File: src/rtl/can_txmb_pkg.sv
package can_txmb_pkg;
    localparam int MB_NUM = 3;
    localparam int MB_IDW = 11;

    typedef struct packed {
        logic [MB_NUM-1:0] pend;
        logic [MB_NUM-1:0] cmp;
    } mb_state_t;
endpackage

File: src/rtl/can_txmb_prio.sv
// Ranks pending mailboxes and marks the one with the lowest priority.
module can_txmb_prio #(
    parameter int NUM_MB = 3,
    parameter int ID_W   = 11,
    localparam int CW    = (NUM_MB > 1) ? $clog2(NUM_MB) : 1
) (
    input  logic [NUM_MB-1:0]      pend_i,
    input  logic [NUM_MB*ID_W-1:0] id_i,
    output logic [NUM_MB-1:0]      low_o,
    output logic [CW-1:0]          low_idx_o
);
    logic [NUM_MB-1:0] beats_all;

    for (genvar i = 0; i < NUM_MB; i++) begin : g_rank
        logic [NUM_MB-1:0] under;
        for (genvar j = 0; j < NUM_MB; j++) begin : g_cmp
            if (i == j) begin : g_self
                assign under[j] = 1'b1;
            end else begin : g_other
                logic [ID_W-1:0] id_a;
                logic [ID_W-1:0] id_b;
                assign id_a = id_i[i*ID_W +: ID_W];
                assign id_b = id_i[j*ID_W +: ID_W];
                // mailbox i ranks below j, or j is not competing
                assign under[j] = !pend_i[j] || (id_a > id_b) ||
                                  ((id_a == id_b) && (i > j));
            end
        end
        assign beats_all[i] = pend_i[i] && (&under);
    end

    assign low_o = beats_all;

    always_comb begin
        low_idx_o = '0;
        for (int k = 0; k < NUM_MB; k++) begin
            if (beats_all[k]) low_idx_o = CW'(k);
        end
    end
endmodule

File: src/rtl/can_txmb_freepick.sv
// Picks the lowest-numbered free mailbox.
module can_txmb_freepick #(
    parameter int NUM_MB = 3,
    localparam int CW    = (NUM_MB > 1) ? $clog2(NUM_MB) : 1
) (
    input  logic [NUM_MB-1:0] free_i,
    output logic              any_o,
    output logic [CW-1:0]     idx_o
);
    always_comb begin
        idx_o = '0;
        for (int k = NUM_MB - 1; k >= 0; k--) begin
            if (free_i[k]) idx_o = CW'(k);
        end
    end
    assign any_o = |free_i;
endmodule

File: src/rtl/can_txmb_tracker.sv
module can_txmb_tracker #(
    parameter int NUM_MB = can_txmb_pkg::MB_NUM,
    parameter int ID_W   = can_txmb_pkg::MB_IDW,
    localparam int CW    = (NUM_MB > 1) ? $clog2(NUM_MB) : 1,
    localparam int SW    = 2 * NUM_MB + CW
) (
    input  logic                   clk,
    input  logic                   rst_n,
    input  logic                   mb2_en_i,
    input  logic [NUM_MB-1:0]      req_set_i,
    input  logic [NUM_MB-1:0]      tx_done_i,
    input  logic [NUM_MB-1:0]      abort_done_i,
    input  logic [NUM_MB-1:0]      cmp_clr_i,
    input  logic [NUM_MB*ID_W-1:0] id_i,
    output logic [SW-1:0]          status_o,
    output logic [NUM_MB-1:0]      cmp_flag_o
);
    typedef struct packed {
        logic [NUM_MB-1:0] pend;
        logic [NUM_MB-1:0] cmp;
    } trk_state_t;

    trk_state_t st_d, st_q;

    logic [NUM_MB-1:0] en_mask;
    logic [NUM_MB-1:0] eff_pend;
    logic [NUM_MB-1:0] low_raw;
    logic [CW-1:0]     low_idx;
    logic              any_free;
    logic [CW-1:0]     free_idx;
    logic              multi_pend;

    // highest mailbox is the one turned off in compatibility mode
    for (genvar i = 0; i < NUM_MB; i++) begin : g_en
        if (i == NUM_MB - 1) begin : g_top
            assign en_mask[i] = mb2_en_i;
        end else begin : g_fixed
            assign en_mask[i] = 1'b1;
        end
    end

    assign eff_pend = st_q.pend & en_mask;

    can_txmb_prio #(.NUM_MB(NUM_MB), .ID_W(ID_W)) u_prio (
        .pend_i    (eff_pend),
        .id_i      (id_i),
        .low_o     (low_raw),
        .low_idx_o (low_idx)
    );

    can_txmb_freepick #(.NUM_MB(NUM_MB)) u_free (
        .free_i (~st_q.pend & en_mask),
        .any_o  (any_free),
        .idx_o  (free_idx)
    );

    always_comb begin
        st_d = st_q;
        for (int i = 0; i < NUM_MB; i++) begin
            if (tx_done_i[i] || abort_done_i[i]) begin
                st_d.pend[i] = 1'b0;
                st_d.cmp[i]  = 1'b1;
            end else begin
                if (req_set_i[i] && en_mask[i]) st_d.pend[i] = 1'b1;
                if (cmp_clr_i[i])               st_d.cmp[i]  = 1'b0;
            end
        end
        st_d.pend = st_d.pend & en_mask;
    end

    always_ff @(posedge clk or negedge rst_n) begin
        if (!rst_n) st_q <= '0;
        else        st_q <= st_d;
    end

    assign multi_pend = ($countones(eff_pend) >= 2);

    assign status_o = {low_raw & {NUM_MB{multi_pend}},
                       ~st_q.pend & en_mask,
                       any_free ? free_idx : low_idx};
    assign cmp_flag_o = st_q.cmp;
endmodule

File: config.mk
export PLATFORM = sky130hd
export DESIGN_NAME = can_txmb_tracker
export DESIGN_NICKNAME = d
export VERILOG_FILES = /design/src/rtl/can_txmb_pkg.sv /design/src/rtl/can_txmb_prio.sv /design/src/rtl/can_txmb_freepick.sv /design/src/rtl/can_txmb_tracker.sv
export SDC_FILE = /design/constraint.sdc
export NUM_CORES = 1
export LEC_CHECK = 0
export ABC_AREA = 1
export ABC_CLOCK_PERIOD_IN_PS = 1600
export BUFFER_PORTS_ARGS = -buffer_cell sky130_fd_sc_hd__buf_2
export CORE_MARGIN = 5
export CORE_UTILIZATION = 47
export DETAILED_ROUTE_END_ITERATION = 10
export PLACE_DENSITY_LB_ADDON = 0.3
export SLEW_MARGIN = 25
export SYNTH_ARGS = -nofsm -noshare
export SYNTH_HDL_FRONTEND = slang
export SYNTH_SLANG_ARGS = --single-unit
File: constraint.sdc
create_clock -name clk -period 1.6 [get_ports clk]
set_input_delay 0.16 -clock clk [delete_from_list [all_inputs] [get_ports clk]]
set_output_delay 0.16 -clock clk [all_outputs]
set_load 0.05 [all_outputs]
==> results of run 1 <==
worst min-delay path by stage:
stage	start	endpoint	slack [ns]	cells after the start
after floorplan	rst_n	cmp_flag_o[0]	-0.14	0
after detailed placement	rst_n	st_q[5]	-0.009	1
after global placement	rst_n	cmp_flag_o[2]	-0.01	1
after global routing	abort_done_i[2]	st_q[5]	0.09	2
final	tx_done_i[2]	st_q[5]	0.09	2
after CTS	tx_done_i[2]	st_q[5]	0.09	2
Yosys cell counts:
cell,instances
dfrtp_1,6
inv_2,2
inv_1,40
nor2_4,1
nor3_1,3
clkinv_1,1
and2_1,1
nand4_1,4
nand3_2,1
nand3_1,9
ha_1,34
clkinv_4,1
a21oi_1,10
nand3b_1,1
o21ai_1,2
nor2_1,10
nand2_2,2
buf_4,3
nand2_1,55
a21o_1,2
o21ai_0,4
nor2_2,3
o21a_1,2
and3_1,1
o21ai_2,1
logic make-up after synthesis:
group	count (synthesis)	share of synthesized area, %
and+or+nand+nor	91	31.17
AOI/OAI and AO/OA	21	9.223
buffers and inverters	47	14.95
DFF	6	11.65
adders and majority gates	34	33.01
what timing repair did:
action                     in CTS  in global routing
hold endpoints to repair        6                  0
setup buffers                   0                  1
pin swaps                      13                 45
setup endpoints to repair       5                  5
hold buffers                    1                  0
gates resized for setup        37                103
cell type report:
| cell class | instances | area, µm² |
|---|---|---|
| clock buffer | 3 | 22.52 |
| fill | 160 | 370.4 |
| inverter | 44 | 185.2 |
| multi-input combinational | 146 | 1420 |
| sequential | 6 | 151.4 |
| tap | 31 | 38.79 |
| timing repair buffer | 63 | 498.0 |
layout by cell type (no fill, tap or decap), types with 6 or more instances in the layout:
cell type  synthesis  layout
ha_1              34       9
inv_2              2      16
inv_1             40      20
inv_4              0       6
buf_2              0      30
nand2_2            2      15
a21oi_1           10       6
buf_4              3       7
nand2_1           55      38
buf_6              0      24
nand3_2            1       7
ha_4               0      25
layer usage:
metal / share of wire (%) / up-vias / GRT usage (%) / routed length [µm]
li1: - / 757 / - / -
met1: 37 / 703 / 20.90 / 1710
met2: 56 / 63 / 33.16 / 2584
met3: 4.3 / 14 / 2.703 / 198
met4: 2.7 / 0 / 4.244 / 123
met5: 0 / - / 0 / 0
sequential cells by signal (all words and copies together), names as in the netlist:
signal	count
st_q	3
cmp_flag_o	3
worst max-delay path, stage by stage:
cell     delay, ns
buf_4         0.11
inv_2         0.04
ha_4          0.27
nand2_1       0.06
nand2_1       0.09
nand2_1       0.10
nand2_1       0.07
nand2_1       0.06
nand3_2       0.08
nand2_2       0.06
nand2_2       0.09
nand2_2       0.06
nor2_2        0.12
buf_6         0.16
where the power goes:
part           switching (mW)  internal (mW)
sequential            0.00592          0.159
combinational           0.320          0.285
clock                  0.0524         0.0847
total                   0.378          0.529
==> out/qor.csv, run 1 <==
stage,metric,value,unit
status,status,finished with violations,
status,violations,setup timing,
final_layout,final_net_count,346,
placed_design,place_ws,-0.1518,ns
critical_path,reg2reg_depth,3,
sta,min_period,1.701,ns
synth,avgSynthCellArea,6.476,µm²
clock_tree,cts-root-buf,clkbuf_4,
critical_path,setup.worst_path.start_class,input port,
critical_path,cp-end-kind,output port,
sta,hold_slack,0.08692,ns
placed_design,place_congestion,0.8370,
power_and_ir_drop,power,906.9,µW
power_and_ir_drop,p_per_area,391.6,nW/µm²
global_route,first_global_vias,1489,
final_layout,design_area,2316,µm²
sta,finalMaxSlewViolations,0,
floorplan,start_util,47.97,%
sta,fin_setup_tns,-0.2421,ns
sta,rsz0062_at_grt,true,
synth,synth.largest_area_cell,ha_1,
sta,slew_headroom,82.27,%
synth,syn_area,1289,µm²
clock_tree,clk_latency,0.23,ns
placed_design,dp_hpwl,2710,µm
critical_path,crit_required,1.44,ns
sta,setup_slack,-0.1009,ns
clock_tree,clock_sinks,6,
global_route,grt_pass1_wl,5982,µm
min_path,hold_class,input port to flip-flop,
detailed_routing,totalWireLength,4617,µm
detailed_routing,drc,0,
final_layout,stdcell_count,293,
sta,finalHoldViolCount,0,
clock_tree,clkTransAtPathRegs,0.05,ns
synth,synth_warnings,0,
sta,period_share,106.3,%
synth,yosys.cell_types.count,25,
critical_path,cp.arrival,1.54,ns
detailed_routing,drt-wirelength-per-cell,15.76,µm
final_layout,area_delta_synth_final,79.71,%
global_route,track_usage,17.77,%
floorplan,die_area,3889,µm²
power_and_ir_drop,leakagePower,1.133,nW
clock_tree,tritoncts,done,
synth,yosysSeqAreaShare,11.65,%
floorplan,io_pins,59,
final_layout,drive_gt1_share,59.92,%
floorplan,die_h,62.37,µm
critical_path,crit_end,status_o[6],
job,maxCapViolCount,0,
critical_path,critical_path.max_fanout,3,
synth,synth_top_area_share,33.01,%
global_route,overflow,0,
power_and_ir_drop,peakVddDrop,0.6128,mV
detailed_routing,drt_first_pass_iters,4,
placed_design,placed_cells,288,
critical_path,setup.worst_path.start,id_i[26],
placed_design,io_buffers,58,
clock_tree,htreeDepth,1,
detailed_routing,antenna_left,0,
detailed_routing,first_iter_violations,55,
sta,finalSetupViolCount,5,
sta,finalClockSkew,0,ns
final_layout,final_util,86.21,%
synth,postSynthCellCount,199,
clock_tree,clock_path_buffers,2,
critical_path,r2r_start,st_q[5],
critical_path,r2r_setup_slack,0.75,ns
synth,synth-seq-cells,6,
detailed_routing,vias,1537,
placed_design,detailed_place.area,1630,µm²
synth,synth_area_leaders,"ha_1 (33%), nand2_1 (16%), dfrtp_1 (12%)",
synth,syn-num-nets,281,
detailed_routing,avgViaCountPerCell,5.246,
critical_path,reg2reg_to,st_q[5],
sta,max_freq,0.5879,GHz
critical_path,worstSetupPathType,input port to output port,
floorplan,row_count,19,
global_route,grt_max_degree,8,
floorplan,coreArea,2686,µm²
sta,worst_slew_pin_slew,0.2678,ns
global_route,antenna_found_initial,0,
clock_tree,cts-buffers-inserted,3,
floorplan,die_w,62.37,µm
final_layout,num_antenna_cells,0,
No activity file was read; power rests on OpenSTA's default activity.
==> inputs of run 2 (changes only) <==
--- a/config.mk
+++ b/config.mk
@@ -5,11 +5,11 @@
 export SDC_FILE = /design/constraint.sdc
 export NUM_CORES = 1
 export LEC_CHECK = 0
-export ABC_AREA = 1
+export ABC_AREA = 0
 export ABC_CLOCK_PERIOD_IN_PS = 1600
 export BUFFER_PORTS_ARGS = -buffer_cell sky130_fd_sc_hd__buf_2
 export CORE_MARGIN = 5
-export CORE_UTILIZATION = 47
+export CORE_UTILIZATION = 46
 export DETAILED_ROUTE_END_ITERATION = 10
 export PLACE_DENSITY_LB_ADDON = 0.3
 export SLEW_MARGIN = 25
==> constraint.sdc (replaced) <==
create_clock -name clk -period 1.6 [get_ports clk]
set_input_delay 0.08 -clock clk [delete_from_list [all_inputs] [get_ports clk]]
set_output_delay 0.08 -clock clk [all_outputs]
set_load 0.05 [all_outputs]
==> run 2 against run 1 <==
Effect of this change: via count is 7.4% lower; the run still ends with setup timing left; flip-flop and latch count stayed put; synthesized area is 9.9% lower; clock power is 7% higher; non-clock buffer count is 18 higher; design area is 12% lower; power is 8.4% lower; die area is 6.7% lower; utilization is 2.8 points lower; critical endpoint is now status_o[5]; sequential power hardly changed.
==> out/qor.csv, run 2 <==
stage,metric,value,unit
sta,finalClockSkew,0,ns
sta,finalMaxSlewViolations,0,
min_path,min_path_cells,2,
power_and_ir_drop,p_int,493.7,µW
final_layout,area_delta_synth_final,76.29,%
synth,syn-num-nets,228,
synth,synth_warnings,0,
power_and_ir_drop,leakagePower,1.027,nW
placed_design,place_congestion,0.8765,
sta,finalHoldViolCount,0,
synth,synth-seq-cells,6,
sta,worst_slew_pin_slew,0.3477,ns
global_route,overflow,0,
floorplan,start_util,47.30,%
synth,ys.flop_type,dfrtp_1,
placed_design,placed_cells,250,
status,status,finished with violations,
critical_path,cp.arrival,1.93,ns
final_layout,final_common_cell,buf_2,
min_path,hold_class,input port to flip-flop,
detailed_routing,vias,1424,
power_and_ir_drop,pwr-share-clk,17.5,%
clock_tree,clkTransAtPathRegs,0.06,ns
synth,async_flop_share,100.0,%
global_route,track_usage,24.90,%
power_and_ir_drop,power,830.5,µW
final_layout,final_cell_mix,"buf_2 (45), ha_1 (23), inv_1 (22), buf_4 (22), ha_4 (10)",
detailed_routing,first_iter_violations,34,
min_path,hp-start,cmp_clr_i[2],
power_and_ir_drop,peakVddDrop,0.7054,mV
synth,yosysMostFrequentCell,ha_1,
critical_path,crit_required,1.52,ns
status,violations,setup timing,
clock_tree,htreeDepth,1,
power_and_ir_drop,switching_share,40.56,%
sta,setup_slack,-0.4051,ns
sta,hold_slack,0.01326,ns
global_route,grt_pass1_wl,6762,µm
floorplan,die_h,60.24,µm
min_path,min_to,cmp_flag_o[2],
sta,min_period,2.005,ns
synth,synth.largest_area_cell,ha_1,
critical_path,r2r_setup_slack,0.69,ns
synth,synth_top_area_share,36.64,%
detailed_routing,drc,0,
final_layout,final_util,83.38,%
clock_tree,tritoncts,done,
clock_tree,cts-root-buf,clkbuf_4,
critical_path,reg2reg_depth,2,
clock_tree,cts-buffers-inserted,3,
floorplan,die_w,60.24,µm
power_and_ir_drop,p_switching,336.8,µW
detailed_routing,drt-wirelength-per-cell,17.96,µm
power_and_ir_drop,pwr-share-comb,62.7,%
critical_path,reg2reg_to,st_q[5],
final_layout,stdcell_count,256,
synth,synth_area_leaders,"ha_1 (37%), dfrtp_1 (13%), inv_1 (9.4%)",
detailed_routing,drt_first_pass_iters,5,
sta,max_freq,0.4987,GHz
floorplan,row_count,18,
critical_path,setup.worst_path.start_class,input port,
synth,syn_area,1161,µm²
power_and_ir_drop,p_per_area,405.7,nW/µm²
floorplan,coreArea,2455,µm²
final_layout,drive_gt1_share,53.54,%
sta,slew_headroom,76.64,%
sta,period_share,125.3,%
clock_tree,clk_latency,0.24,ns
global_route,first_global_vias,1555,
critical_path,setup.worst_path.start,id_i[8],
critical_path,cp-end-kind,output port,
job,maxCapViolCount,0,
synth,avgSynthCellArea,7.953,µm²
placed_design,dp_hpwl,3296,µm
critical_path,critical_path.max_fanout,3,
power_and_ir_drop,seqPwrFrac,19.7,%
final_layout,num_antenna_cells,0,
clock_tree,clock_sinks,6,
detailed_routing,avgViaCountPerCell,5.563,
floorplan,die_area,3629,µm²
sta,finalSetupViolCount,5,
final_layout,ff_latch_area,150.1,µm²
clock_tree,clock_path_buffers,2,
final_layout,final_net_count,310,
synth,synth-edff-count,0,
sta,rsz0062_at_grt,true,
global_route,grt_max_degree,7,
detailed_routing,totalWireLength,4597,µm
synth,yosysSeqAreaShare,12.93,%
synth,yosys-top-cells-count,"ha_1 (34), inv_1 (29), a21oi_1 (11)",
critical_path,r2r_start,st_q[5],
critical_path,worstSetupPathType,input port to output port,
global_route,antenna_found_initial,0,
final_layout,fill_cells,146,
synth,postSynthCellCount,146,
placed_design,io_buffers,58,
detailed_routing,antenna_left,0,
synth,yosys.cell_types.count,35,
final_layout,multiInputGateArea,1149,µm²
floorplan,io_pins,59,
[run 2: cell types whose count changed after synthesis, moves of 3 or more]
cell | before | now
nor2_2 | 3 | 0
nand3_1 | 9 | 2
nor2_1 | 10 | 7
nand2_1 | 55 | 6
o21ai_0 | 4 | 7
inv_1 | 40 | 29
nand4_1 | 4 | 7
[run 2: cells by family after synthesis]
group                      Yosys count  synth area share (%)
AOI/OAI and AO/OA                   38                 21.87
adders and majority gates           34                 36.64
and+or+nand+nor                     35                 16.92
buffers and inverters               33                 11.64
DFF                                  6                 12.93
[run 2: final cells by class]
class	count	area share [%]
inverter	29	6.174
clock buffer	3	1.100
sequential	6	7.335
multi-input combinational	107	56.11
tap	30	1.834
timing repair buffer	81	27.45
[run 2: power by group through the flow]
stage                     clock [mW]  sequential (mW)  combinational, mW
after floorplan                    0            0.164              0.244
after global placement             0            0.164              0.401
after detailed placement           0            0.165              0.426
after CTS                      0.151            0.163              0.470
after global routing           0.159            0.164              0.568
final                          0.146            0.164              0.521
[run 2: worst max path at each step]
stage | cells past startpoint | slack (ns) | end
final | 9 | -0.41 | status_o[5]
after global routing | 9 | -0.50 | status_o[5]
after CTS | 10 | -0.27 | status_o[7]
after detailed placement | 9 | -0.42 | status_o[5]
after global placement | 9 | -0.41 | status_o[5]
after floorplan | 6 | -0.34 | status_o[5]
[run 2: timing repair]
action / CTS / global route
pin swaps: 17 / 4
gates resized for setup: 36 / 13
hold buffers: 1 / 0
endpoints found under the hold margin: 6 / 0
setup endpoints to repair: 5 / 5
cloned: 0 / 0
buffers inserted: 2 / 0
[run 2: critical path: stages]
cell,delay (ns)
buf_2,0.10
inv_1,0.12
ha_4,0.23
a211oi_2,0.25
nor2_1,0.09
a211o_1,0.32
o21a_1,0.23
nor4_4,0.31
buf_6,0.20
[run 2: metrics by stage]
stage / cell area (µm²) / TNS, ns / setup slack [ns]
floorplan: 1330 / -0.6902 / -0.3436
global placement: 1782 / -1.714 / -0.4076
detailed placement: 1782 / -1.848 / -0.4203
CTS: 1986 / -1.166 / -0.2674
global route: 2047 / -1.813 / -0.5009
finish: 2047 / -1.390 / -0.4051
[run 2: metal layers]
| layer | wire (µm) | share of wire [%] | up-vias | track usage [%] |
|---|---|---|---|---|
| met5 | 0 | 0 | - | 0 |
| met1 | 1723 | 37 | 661 | 27.74 |
| li1 | - | - | 693 | - |
| met2 | 2505 | 54 | 58 | 48.77 |
| met4 | 127 | 2.8 | 0 | 6.646 |
| met3 | 241 | 5.2 | 12 | 2.592 |
